<file path="config.mk">
export PLATFORM = sky130hd
export DESIGN_NAME = wdog_window
export DESIGN_NICKNAME = d
export VERILOG_FILES = /design/src/rtl/wdog_window.sv
export SDC_FILE = /design/constraint.sdc
export NUM_CORES = 1
export LEC_CHECK = 0
export BUFFER_PORTS_ARGS = -buffer_cell sky130_fd_sc_hd__buf_2
export CORE_MARGIN = 4
export CORE_UTILIZATION = 25
export DETAILED_ROUTE_END_ITERATION = 12
export PLACE_DENSITY = 0.48
export SLEW_MARGIN = 20
export SYNTH_ARGS = -nofsm -noshare
export SYNTH_HDL_FRONTEND = slang
export SYNTH_SLANG_ARGS = --single-unit
</file>
<file path="constraint.sdc">
create_clock -name clk -period 11 [get_ports clk]
set_input_delay 2.2 -clock clk [delete_from_list [all_inputs] [get_ports clk]]
set_output_delay 2.2 -clock clk [all_outputs]
set_load 0.02 [all_outputs]
</file>
<file path="src/rtl/wdog_window.sv">
module wdog_window #(
  parameter int SCALE_DN = 0
) (
  input  logic       clk,
  input  logic       rst_n,
  input  logic       wr_en,
  input  logic       wr_addr,
  input  logic [7:0] wr_data,
  input  logic       special_mode,
  input  logic       wait_mode,
  input  logic       pstop_mode,
  input  logic       pstop_run_en,
  input  logic       debug_mode,
  output logic       rst_req
);
  localparam int CW = 25;

  logic [2:0]    rate_q;
  logic          win_q, dfrz_q, halt_q, lock_q, armed_q;
  logic [CW-1:0] cnt_q, lim;
  int            expo;

  always_comb begin
    case (rate_q)
      3'd1:    expo = 14;
      3'd2:    expo = 16;
      3'd3:    expo = 18;
      3'd4:    expo = 20;
      3'd5:    expo = 22;
      3'd6:    expo = 23;
      3'd7:    expo = 24;
      default: expo = 14;
    endcase
    lim = CW'(1) << (expo - SCALE_DN);
  end

  wire en       = rate_q != 3'd0;
  wire ctl_wr   = wr_en && !wr_addr;
  wire arm_wr   = wr_en && wr_addr && en;
  wire is55     = wr_data == 8'h55;
  wire isAA     = wr_data == 8'hAA;
  wire win_open = cnt_q >= (lim - (lim >> 2));
  wire bad      = arm_wr && (!(is55 || isAA) || (win_q && !win_open));
  wire refresh  = arm_wr && !bad && isAA && armed_q;
  wire halt     = wait_mode && halt_q;
  wire frz      = (pstop_mode && !pstop_run_en) || (debug_mode && dfrz_q);
  wire tout     = en && !halt && !frz && (cnt_q == lim - CW'(1));

  always_ff @(posedge clk or negedge rst_n) begin
    if (!rst_n) begin
      rate_q  <= '0;
      win_q   <= 1'b0;
      dfrz_q  <= 1'b0;
      halt_q  <= 1'b0;
      lock_q  <= 1'b0;
      armed_q <= 1'b0;
      cnt_q   <= '0;
      rst_req <= 1'b0;
    end else begin
      rst_req <= bad || (tout && !refresh && !ctl_wr);
      if (ctl_wr) begin
        rate_q  <= wr_data[2:0];
        win_q   <= wr_data[7];
        dfrz_q  <= wr_data[6];
        if (special_mode || !lock_q) halt_q <= wr_data[5];
        if (!special_mode) lock_q <= 1'b1;
        cnt_q   <= '0;
        armed_q <= 1'b0;
      end else if (!en || bad || refresh || halt || tout) begin
        cnt_q   <= '0;
        armed_q <= 1'b0;
      end else begin
        if (arm_wr && is55) armed_q <= 1'b1;
        if (!frz) cnt_q <= cnt_q + CW'(1);
      end
    end
  end


  off_quiet_chk: assert property (@(posedge clk) disable iff (!rst_n)
    (rate_q == 3'd0) |=> !rst_req);

  cnt_range_chk: assert property (@(posedge clk) disable iff (!rst_n)
    en |-> (cnt_q < lim));

  restart_chk: assert property (@(posedge clk) disable iff (!rst_n)
    rst_req |-> (cnt_q == '0 && !armed_q));

  junk_kill_chk: assert property (@(posedge clk) disable iff (!rst_n)
    (arm_wr && !is55 && !isAA) |=> rst_req);

  early_kill_chk: assert property (@(posedge clk) disable iff (!rst_n)
    (arm_wr && win_q && !win_open) |=> rst_req);

  wait_hold_chk: assert property (@(posedge clk) disable iff (!rst_n)
    (en && wait_mode && halt_q && !wr_en) |=> (cnt_q == '0));

  once_chk: assert property (@(posedge clk) disable iff (!rst_n)
    (ctl_wr && !special_mode && lock_q) |=> $stable(halt_q));

  freeze_chk: assert property (@(posedge clk) disable iff (!rst_n)
    (en && frz && !halt && !wr_en) |=> $stable(cnt_q));
endmodule

</file>
==> key figures, run 1 <==
Place
  – Count of port buffers added during placement: 17
  – Post-detailed-placement half-perimeter wirelength: 6290 µm
  – Post-place instance area: 0.00357 mm²
  – Total placed cells including tap cells: 588
  – Final Wtd Congestion: 0.796

Clocking
  – Num Clock Sinks: 34
  – Clock latency reported for the late side of the worst-skew pair: 0.28 ns
  – Gates resized, CTS repair: 0
  – Postcts setup bufs: 0
  – Maximum level of the CTS H-tree: 2
  – TritonCTS clock tree: yes
  – Clock buffer count from CTS: 5
  – Root buffer cell: clkbuf_16
  – Maximum clock insertion buffer count: 2
  – Post-CTS Hold Buffers: 0
  – Clock-pin slew on the worst setup and hold paths: 0.06 ns

STA
  – Final Max Tran Viols: 0
  – Accumulated negative setup slack: 0 ns
  – Largest clock skew in the final design: 0.00335 ns
  – Max Clock Freq: 0.211 GHz
  – Slew at the pin closest to its max-slew limit: 0.952 ns
  – Ratio of final minimum period to clock period: 43.1%
  – Relative max-transition margin: 35.7%
  – Number of hold-slack violations in the final timing report: 0
  – Final min period: 4.75 ns
  – Final setup violation count: 0
  – Setup repair after global routing missed its margin: no

Die
  – Effective utilization at floorplan: 25.6%
  – Number of core rows: 41
  – Die Area: 0.0148 mm²
  – Die W: 122 µm
  – Die outline height: 122 µm
  – Total I/O pin count: 18
  – Core Area: 0.0126 mm²

Critical path
  – Highest-delay cell along the critical path: dfrtp_1
  – Top fanout value on the critical path: 25
  – Required time at the worst-slack endpoint: 11.20 ns
  – Buf+Inv Stages, Crit Path: 1
  – Element type at the critical path start: flop
  – Top cell family by delay on the critical path: simple AND/OR/NAND/NOR gates
  – Crit path DAT: 4.95 ns
  – Delay contributed by the slowest stage of the critical path: 0.59 ns
  – Critical Path Most Common Cell: ha_1
  – Start-to-end type of the worst setup path: flop to flop
  – Endpoint kind of the worst setup timing path: flop
  – Cell Chain, Critical Path: or3b_2, ha_1, nand2_1, nor4_1, o211ai_1, a2111oi_0, a311oi_1, ha_1, nand3_1, or4_1, a211oi_2, o31ai_4, buf_4, nor2_1

Finish
  – Share of cells above drive strength 1: 14.2%
  – Util after Layout: 29.6%
  – Final antenna diode count: 0
  – Final standard cell count with taps included and fillers excluded: 596
  – Final non-filler cell area: 0.00374 mm²
  – Final net count: 478
  – Post-synthesis to final-layout area growth: 15.9%
  – Count of fill cells added during filler insertion: 1382

GRT
  – Vias in the first global route: 2746
  – Wire length of the first global-routing pass: 13700 µm
  – Initial antenna violation count: 0
  – Largest net degree at the start of global routing: 35
  – Total global routing overflow: 0
  – Overall global routing resource usage: 11.3%

Power and ir drop
  – Worst vdd rail ir drop: 0.0000731 V
  – LEAKAGE: 1.55 nW
  – Power density of the placed cells: 122 mW/mm²

Synthesis
  – Top-count cell post-synth: ha_1
  – Cell Area, Synth: 0.00323 mm²
  – Top_reg_cell synth: dfrtp_1
  – Mean cell area of the mapped netlist: 8.41 µm²
  – Largest area contributor in the synthesized netlist: dfrtp_1
  – Post-synthesis cell type count: 57
  – Ranking of synthesized cells by area: dfrtp_1 (26%), ha_1 (15%), xnor2_1 (4.6%)
  – Syn. warnings: 0
  – Top-area cell type share of the netlist area: 26.4%
  – Number of cells produced by synthesis: 384
  – FF+latch count, synth: 34
  – Proportion of synthesized chip area in sequential cells: 26.4%
  – Count of flip-flops with a built-in enable after synthesis: 0
  – Async set-reset flop share out of synthesis: 100%
  – Most numerous cell types in the synthesized netlist: ha_1 (38), nand2_1 (37), dfrtp_1 (34)

Drt
  – Vias per std cell: 4.72
  – Initial DRC count: 161
  – DRC violation count after routing: 0
  – First-pass iteration count of the detailed router: 4
  – Final wirelength: 7950 µm
  – DRT antenna net count: 0
  – Routed len/inst: 13.3 µm
  – Overall via count from detail_route: 2816

Min path
  – Min-Delay Path Class: flop to flop

Job
  – Reported max-cap violation count: 0

Status
  – Result of the run: completed
==> cell usage in the layout (no fill, tap or decap), types with 15 or more instances in the layout <==
cell	netlist	layout
a21oi_1	17	17
nand3_1	18	18
buf_2	2	17
inv_1	16	16
nand2_1	37	37
xor2_1	15	15
nor2_2	20	20
nor2_1	30	30
conb_1	2	30
ha_1	38	38
dfrtp_1	34	34
xnor2_1	17	17
==> per-layer routing <==
metal	part of all wire (%)	track usage, %	vias to the layer above	wire (µm)
li1	-	-	1440	-
met1	50	16.6	1329	3950
met2	46	17.8	42	3630
met3	3.7	1.07	5	295
met4	0.96	2.87	0	76
met5	0	0	-	0
==> metrics by stage <==
step / hold slack, ns / setup slack, ns / total power, W
finish: 0.461 / 6.25 / 0.000455
global route: 0.511 / 5.89 / 0.000488
CTS: 0.461 / 6.22 / 0.000456
detailed placement: 0.446 / 6.25 / 0.000292
global placement: 0.424 / 6.47 / 0.000291
floorplan: 0.411 / 6.76 / 0.000258
==> final cells by class <==
type                    count  area [µm²]  area share [%]
well taps                 172         215            5.75
clock buffers               5         125            3.34
flip-flops and latches     34         851            22.7
inverters                  17        63.8            1.71
repair buffers             18        92.6            2.47
multi-input cells         347        2350            62.8
clock inverters             3        45.0            1.20
==> cell families (layout without fill, tap and decap cells) <==
family          Yosys count  in the layout  synth area share (%)
compound gates           72             72                  16.0
simple gates            168            168                  27.4
flops                    34             34                  26.4
mux                       7              7                  2.44
buf+inv                  31             43                  4.15
xor+xnor                 32             32                  8.68
fa+ha+maj                38             38                  14.7
other cells               2             30                 0.233
==> worst reg2reg max path: cells and delay by family, from the launching register on <==
| kind | cells | cell delay, ns |
|---|---|---|
| fa+ha+maj | 2 | 0.70 |
| buf+inv | 1 | 0.28 |
| flops | 1 | 0.59 |
| compound gates | 5 | 1.21 |
| simple gates | 6 | 1.90 |
==> final timing paths <==
kind	startpoint	endpoint	slack, ns	cells past startpoint
setup / recovery	rate_q[1]$_DFFE_PN0P_	cnt_q[4]$_DFFE_PN0P_	6.25	14
max in group asynchronous	rst_n	cnt_q[11]$_DFFE_PN0P_	8.50	1
setup reg to reg	rate_q[1]$_DFFE_PN0P_	cnt_q[4]$_DFFE_PN0P_	6.25	14
hold / removal	lock_q$_DFFE_PN0P_	lock_q$_DFFE_PN0P_	0.46	2
min in group asynchronous	rst_n	rst_req$_DFF_PN0_	2.00	1
hold reg to reg	lock_q$_DFFE_PN0P_	lock_q$_DFFE_PN0P_	0.46	2
==> power breakdown <==
group | internal, W | switching [W] | leakage, nW | total [W]
clock network | 0.000107 | 0.0000548 | 0.0760 | 0.000162
logic | 0.0000616 | 0.0000917 | 1.02 | 0.000153
registers | 0.000130 | 0.0000102 | 0.455 | 0.000140
total | 0.000298 | 0.000157 | 1.55 | 0.000455
==> sequential cells by signal (all words and copies together), names as in the netlist <==
signal   count
dfrz_q       1
cnt_q       25
halt_q       1
rst_req      1
win_q        1
lock_q       1
armed_q      1
rate_q       3
(Power assumes the default switching activity.)
==> run 2: changes to the inputs <==
==> constraint.sdc (replaced) <==
create_clock -name clk -period 4.6 [get_ports clk]
set_input_delay 0.92 -clock clk [delete_from_list [all_inputs] [get_ports clk]]
set_output_delay 0.92 -clock clk [all_outputs]
set_load 0.02 [all_outputs]
==> run 2 against run 1 <==
Compared with the run above:
- critical endpoint is now cnt_q[1]$_DFFE_PN0P_
- clock power increased by 110%
- clock skew fell by 0.0018 ns
- largest power group is now combinational cells
- sequential power grew 130%
==> key figures, run 2 (same netlist as run 1, synthesis figures left out) <==
Die
  – Die W: 122 µm
  – Total I/O pin count: 18
  – Number of core rows: 41
  – Core Area: 0.0126 mm²
  – Die outline height: 122 µm
  – Effective utilization at floorplan: 25.6%
  – Die Area: 0.0148 mm²

GRT
  – Initial antenna violation count: 0
  – Total global routing overflow: 0
  – Vias in the first global route: 2744
  – Overall global routing resource usage: 11.2%
  – Largest net degree at the start of global routing: 35
  – Wire length of the first global-routing pass: 13500 µm

Critical path
  – Launch point of the critical path: rate_q[2]$_DFFE_PN0P_
  – Element type at the critical path start: flop
  – Start-to-end type of the worst setup path: flop to flop
  – Endpoint kind of the worst setup timing path: flop
  – Crit Reg-Reg Startpoint: rate_q[2]$_DFFE_PN0P_
  – Required time at the worst-slack endpoint: 4.75 ns
  – Top fanout value on the critical path: 25
  – Crit path DAT: 4.53 ns

Place
  – Post-place instance area: 0.00360 mm²
  – Final Wtd Congestion: 0.813
  – Post-detailed-placement half-perimeter wirelength: 6270 µm
  – Count of port buffers added during placement: 17

Job
  – Reported max-cap violation count: 0

Drt
  – DRC violation count after routing: 0
  – First-pass iteration count of the detailed router: 4
  – DRT antenna net count: 0
  – Initial DRC count: 98
  – Routed len/inst: 13.2 µm
  – Vias per std cell: 4.65
  – Overall via count from detail_route: 2791
  – Final wirelength: 7900 µm

Clocking
  – Post-CTS Hold Buffers: 0
  – Num Clock Sinks: 34
  – Clock-pin slew on the worst setup and hold paths: 0.05 ns
  – Root buffer cell: clkbuf_16
  – Postcts setup bufs: 0
  – TritonCTS clock tree: yes
  – Maximum clock insertion buffer count: 2
  – Maximum level of the CTS H-tree: 2
  – Gates resized, CTS repair: 0
  – Clock buffer count from CTS: 5
  – Clock latency reported for the late side of the worst-skew pair: 0.28 ns

Power and ir drop
  – Worst vdd rail ir drop: 0.000210 V
  – LEAKAGE: 1.57 nW
  – Power density of the placed cells: 281 mW/mm²

STA
  – Final Max Tran Viols: 0
  – Accumulated negative setup slack: 0 ns
  – Final min period: 4.38 ns
  – Max Clock Freq: 0.228 GHz
  – Slew at the pin closest to its max-slew limit: 0.893 ns
  – Relative max-transition margin: 39.7%
  – Ratio of final minimum period to clock period: 95.2%
  – Number of hold-slack violations in the final timing report: 0
  – Final setup violation count: 0
  – Largest clock skew in the final design: 0.00152 ns

Finish
  – Count of fill cells added during filler insertion: 1391
  – Share of cells above drive strength 1: 15.2%
  – Final antenna diode count: 0
  – Post-synthesis to final-layout area growth: 17.1%
  – Final net count: 482
  – Most frequent cells in the layout: ha_1 (38), nand2_1 (37), dfrtp_1 (34)
  – Final non-filler cell area: 0.00378 mm²
  – Largest registers: cnt_q x25, rate_q x3
  – Largest register FFs: 25
  – Multi-input combinational cell area: 0.00237 mm²
  – Util after Layout: 30.0%
  – Area taken by flip-flops and latches: 851 µm²
  – Most common cell after layout, fill and taps aside: ha_1
  – Register with the most flip-flops: cnt_q

Min path
  – Min-Delay Path Class: flop to flop
  – Startpoint of the worst hold path: lock_q$_DFFE_PN0P_

Status
  – Result of the run: completed
[run 2: changes by cell type in the layout (fill, tap and decap cells not counted), sizes merged]
cell / before / now
clkbuf: 5 / 6
buf: 18 / 22
clkinv: 1 / 2
bufinv: 1 / 0
clkinvlp: 2 / 1
[run 2: worst max-delay path, cell delays in order (launching register included)]
cell and delay (ns):
dfrtp_1 0.42, or3b_2 0.47, inv_1 0.08, ha_1 0.30, nand2_1 0.18, o21ai_0 0.15, a2111oi_1 0.47, a2111oi_1 0.15
a311oi_1 0.36, ha_1 0.31, nand3_1 0.11, nor2_1 0.08, o311ai_0 0.09, o311ai_0 0.37, o31ai_4 0.31, buf_6 0.29
nor2_1 0.09
[run 2: per-stage QoR]
| stage | power, W | hold slack [ns] | setup WS [ns] | instances |
|---|---|---|---|---|
| after floorplan | 0.000618 | 0.411 | 0.358 | 412 |
| after global placement | 0.000705 | 0.423 | 0.182 | 592 |
| after detailed placement | 0.000707 | 0.437 | 0.0691 | 592 |
| after CTS | 0.00105 | 0.449 | 0.0585 | 600 |
| after global routing | 0.00114 | 0.486 | -0.00129 | 600 |
| final | 0.00106 | 0.442 | 0.220 | 600 |
[run 2: final timing paths]
check                                        end  slack [ns]  cells after the start
setup / recovery            cnt_q[1]$_DFFE_PN0P_        0.22                     16
hold / removal                lock_q$_DFFE_PN0P_        0.44                      2
setup reg to reg            cnt_q[1]$_DFFE_PN0P_        0.22                     16
hold reg to reg               lock_q$_DFFE_PN0P_        0.44                      2
max in group asynchronous  cnt_q[14]$_DFFE_PN0P_        3.37                      1
min in group asynchronous     halt_q$_DFFE_PN0P_        0.73                      1
[run 2: power by group]
group          leakage (nW)  total (W)  switching (W)  internal (W)
clock                0.0729   0.000341       0.000127      0.000214
sequential            0.455   0.000323      0.0000119      0.000312
combinational          1.05   0.000398       0.000241      0.000156
total                  1.57    0.00106       0.000380      0.000682
[run 2: area by class of cell]
cell class | count | area share [%]
Clock buffer | 6 | 3.67
Clock inverter | 2 | 0.331
Inverter | 17 | 1.69
Multi-Input combinational cell | 347 | 62.8
Sequential cell | 34 | 22.5
Tap cell | 172 | 5.69
Timing Repair Buffer | 22 | 3.34
[run 2: routing by layer]
| metal | wire length [µm] | GRT usage, % | share of wire, % |
|---|---|---|---|
| met1 | 4010 | 15.8 | 51 |
| met2 | 3650 | 18.6 | 46 |
| met3 | 150 | 0.975 | 1.9 |
| met4 | 85 | 2.52 | 1.1 |
| met5 | 0 | 0 | 0 |
==> run 3: changes to the inputs <==
--- a/config.mk
+++ b/config.mk
@@ -8,8 +8,9 @@
 export BUFFER_PORTS_ARGS = -buffer_cell sky130_fd_sc_hd__buf_2
 export CORE_MARGIN = 4
 export CORE_UTILIZATION = 25
+export CTS_BUF_LIST = sky130_fd_sc_hd__clkbuf_8
 export DETAILED_ROUTE_END_ITERATION = 12
-export PLACE_DENSITY = 0.48
+export PLACE_DENSITY = 0.5
 export SLEW_MARGIN = 20
 export SYNTH_ARGS = -nofsm -noshare
 export SYNTH_HDL_FRONTEND = slang
==> constraint.sdc (replaced) <==
create_clock -name clk -period 3.93 [get_ports clk]
set_input_delay 0.786 -clock clk [delete_from_list [all_inputs] [get_ports clk]]
set_output_delay 0.786 -clock clk [all_outputs]
set_load 0.02 [all_outputs]
==> run 3 against run 2 <==
Compared with the run above:
- the run now ends with setup timing left
- via count up 6.6%
- first-iteration DRC count up 11%
- register-to-register slack worse by 0.24 ns
- flip-flop and latch count unchanged
- power up 23%
- global-route usage up 0.64 points
- worst setup slack worse by 0.24 ns
- critical path depth unchanged
- final area up 9.2%
- non-clock buffer count up 25
- largest power group unchanged
- final cell count up 4.2%
- routed wire length up 7.7%
==> key figures, run 3 (same netlist as run 1, synthesis figures left out) <==
Critical path
  – Top cell family by delay on the critical path: simple AND/OR/NAND/NOR gates
  – Crit path DAT: 4.17 ns
  – Highest-delay cell along the critical path: or4_4
  – Endpoint kind of the worst setup timing path: flop
  – Internal reg-to-reg setup slack: -0.02 ns
  – Element type at the critical path start: flop
  – Top fanout value on the critical path: 13
  – Required time at the worst-slack endpoint: 4.15 ns
  – Cell Chain, Critical Path: buf_6, nand3b_1, ha_4, nand2_4, buf_6, nor4_4, o211ai_1, a2111oi_2, a311oi_2, ha_1, nand3_2, or4_4, a211oi_4, o31ai_4, buf_12, nor2_2
  – Buf+Inv Stages, Crit Path: 3
  – Start-to-end type of the worst setup path: flop to flop
  – Delay contributed by the slowest stage of the critical path: 0.53 ns
  – Critical Path Most Common Cell: buf_6

Clocking
  – Clock-pin slew on the worst setup and hold paths: 0.08 ns
  – Clock buffer count from CTS: 5
  – Maximum level of the CTS H-tree: 2
  – Maximum clock insertion buffer count: 2
  – Clock latency reported for the late side of the worst-skew pair: 0.29 ns
  – TritonCTS clock tree: yes
  – Root buffer cell: clkbuf_8
  – Num Clock Sinks: 34

Place
  – Final Wtd Congestion: 0.856
  – Count of port buffers added during placement: 17
  – Setup slack at placement: -0.158 ns
  – Post-detailed-placement half-perimeter wirelength: 6500 µm

Power and ir drop
  – Overall power: 0.00131 W
  – Power density of the placed cells: 316 mW/mm²
  – LEAKAGE: 1.71 nW
  – Worst vdd rail ir drop: 0.000172 V

Job
  – Reported max-cap violation count: 0

Finish
  – Final net count: 507
  – Register with the most flip-flops: cnt_q
  – Final antenna diode count: 0
  – Post-synthesis to final-layout area growth: 27.9%
  – Largest registers: cnt_q x25, rate_q x3
  – Largest register FFs: 25
  – Count of fill cells added during filler insertion: 1363
  – Share of cells above drive strength 1: 24.3%
  – Most frequent cells in the layout: nand2_1 (35), ha_1 (35), dfrtp_1 (34)

STA
  – Largest clock skew in the final design: 0.00731 ns
  – Number of hold-slack violations in the final timing report: 0
  – Relative max-transition margin: 47.1%
  – Final setup violation count: 18
  – Final min period: 3.95 ns
  – Setup repair after global routing missed its margin: yes
  – Slew at the pin closest to its max-slew limit: 0.786 ns
  – Ratio of final minimum period to clock period: 101%
  – Max Clock Freq: 0.253 GHz
  – Final Max Tran Viols: 0
  – Worst-case setup margin in the final layout: -0.0212 ns

Drt
  – First-pass iteration count of the detailed router: 5
  – DRC violation count after routing: 0
  – Vias per std cell: 4.76
  – Initial DRC count: 109
  – DRT antenna net count: 0
  – Overall via count from detail_route: 2975
  – Routed len/inst: 13.6 µm
  – Final wirelength: 8510 µm

GRT
  – Vias in the first global route: 2908
  – Wire length of the first global-routing pass: 14200 µm
  – Largest net degree at the start of global routing: 35
  – Initial antenna violation count: 0
  – Total global routing overflow: 0
  – Overall global routing resource usage: 11.8%

Die
  – Effective utilization at floorplan: 25.6%
  – Die outline height: 122 µm
  – Die Area: 0.0148 mm²
  – Core Area: 0.0126 mm²
  – Die W: 122 µm
  – Number of core rows: 41
  – Total I/O pin count: 18

Min path
  – Min-Delay Path Class: flop to flop

Status
  – Result of the run: complete, but fails checks
  – Failing checks: setup timing
==> run 3: timing repair <==
item	in CTS	in global routing
setup buffers	5	6
cloned	1	0
setup endpoints to repair	27	27
resized for setup	12	35
hold buffers	0	0
hold endpoints to repair	0	0
pin swaps	8	13
==> run 3: final cells by class <==
cell class	count	area [µm²]	area share, %
multi-input combinational	347	2540	61.5
inverter	17	63.8	1.55
clock buffer	5	68.8	1.67
sequential	34	851	20.6
clock inverter	3	45.0	1.09
timing repair buffer	47	347	8.39
tap	172	215	5.21
==> run 3: report_power, final <==
group          leakage [nW]  total (W)  switching [W]  internal (W)
logic                  1.20   0.000594       0.000332      0.000263
clock network        0.0504   0.000331       0.000142      0.000189
registers             0.455   0.000380      0.0000160      0.000364
==> run 3: metal layers <==
metal  vias up  share of wire, %  GRT usage (%)  wire length (µm)
li1       1495                 -              -                 -
met3         9               2.5           1.16               213
met2        50                48           20.1              4060
met4         0               1.4           2.94               121
met1      1421                48           16.1              4120
met5         -                 0              0                 0
==> run 3: through the flow <==
stage	TNS, ns	instance area [µm²]	util, %	hold slack (ns)	instances
final	-0.220	4130	32.7	0.445	625
after global placement	-2.13	3750	29.7	0.424	607
after floorplan	0	3360	-	0.411	412
after detailed placement	-3.68	3750	29.7	0.437	607
after CTS	0	3960	31.4	0.456	621
after global routing	-4.05	4130	32.7	0.516	625
==> run 3: worst register-to-register path, stage by stage (launching register included) <==
cell,delay (ns)
dfrtp_1,0.42
buf_6,0.13
nand3b_1,0.23
ha_4,0.33
nand2_4,0.04
buf_6,0.11
nor4_4,0.22
o211ai_1,0.21
a2111oi_2,0.43
a311oi_2,0.08
ha_1,0.31
nand3_2,0.08
or4_4,0.53
a211oi_4,0.33
o31ai_4,0.12
buf_12,0.19
nor2_2,0.11
==> run 3: worst paths after layout <==
path,from,to,cells after the start
min in group asynchronous,rst_n,cnt_q[22]$_DFFE_PN0P_,1
worst min-delay path,lock_q$_DFFE_PN0P_,lock_q$_DFFE_PN0P_,2
max in group asynchronous,rst_n,cnt_q[6]$_DFFE_PN0P_,1
worst max register to register,rate_q[2]$_DFFE_PN0P_,cnt_q[2]$_DFFE_PN0P_,16
worst max-delay path,rate_q[2]$_DFFE_PN0P_,cnt_q[2]$_DFFE_PN0P_,16
worst min register to register,lock_q$_DFFE_PN0P_,lock_q$_DFFE_PN0P_,2
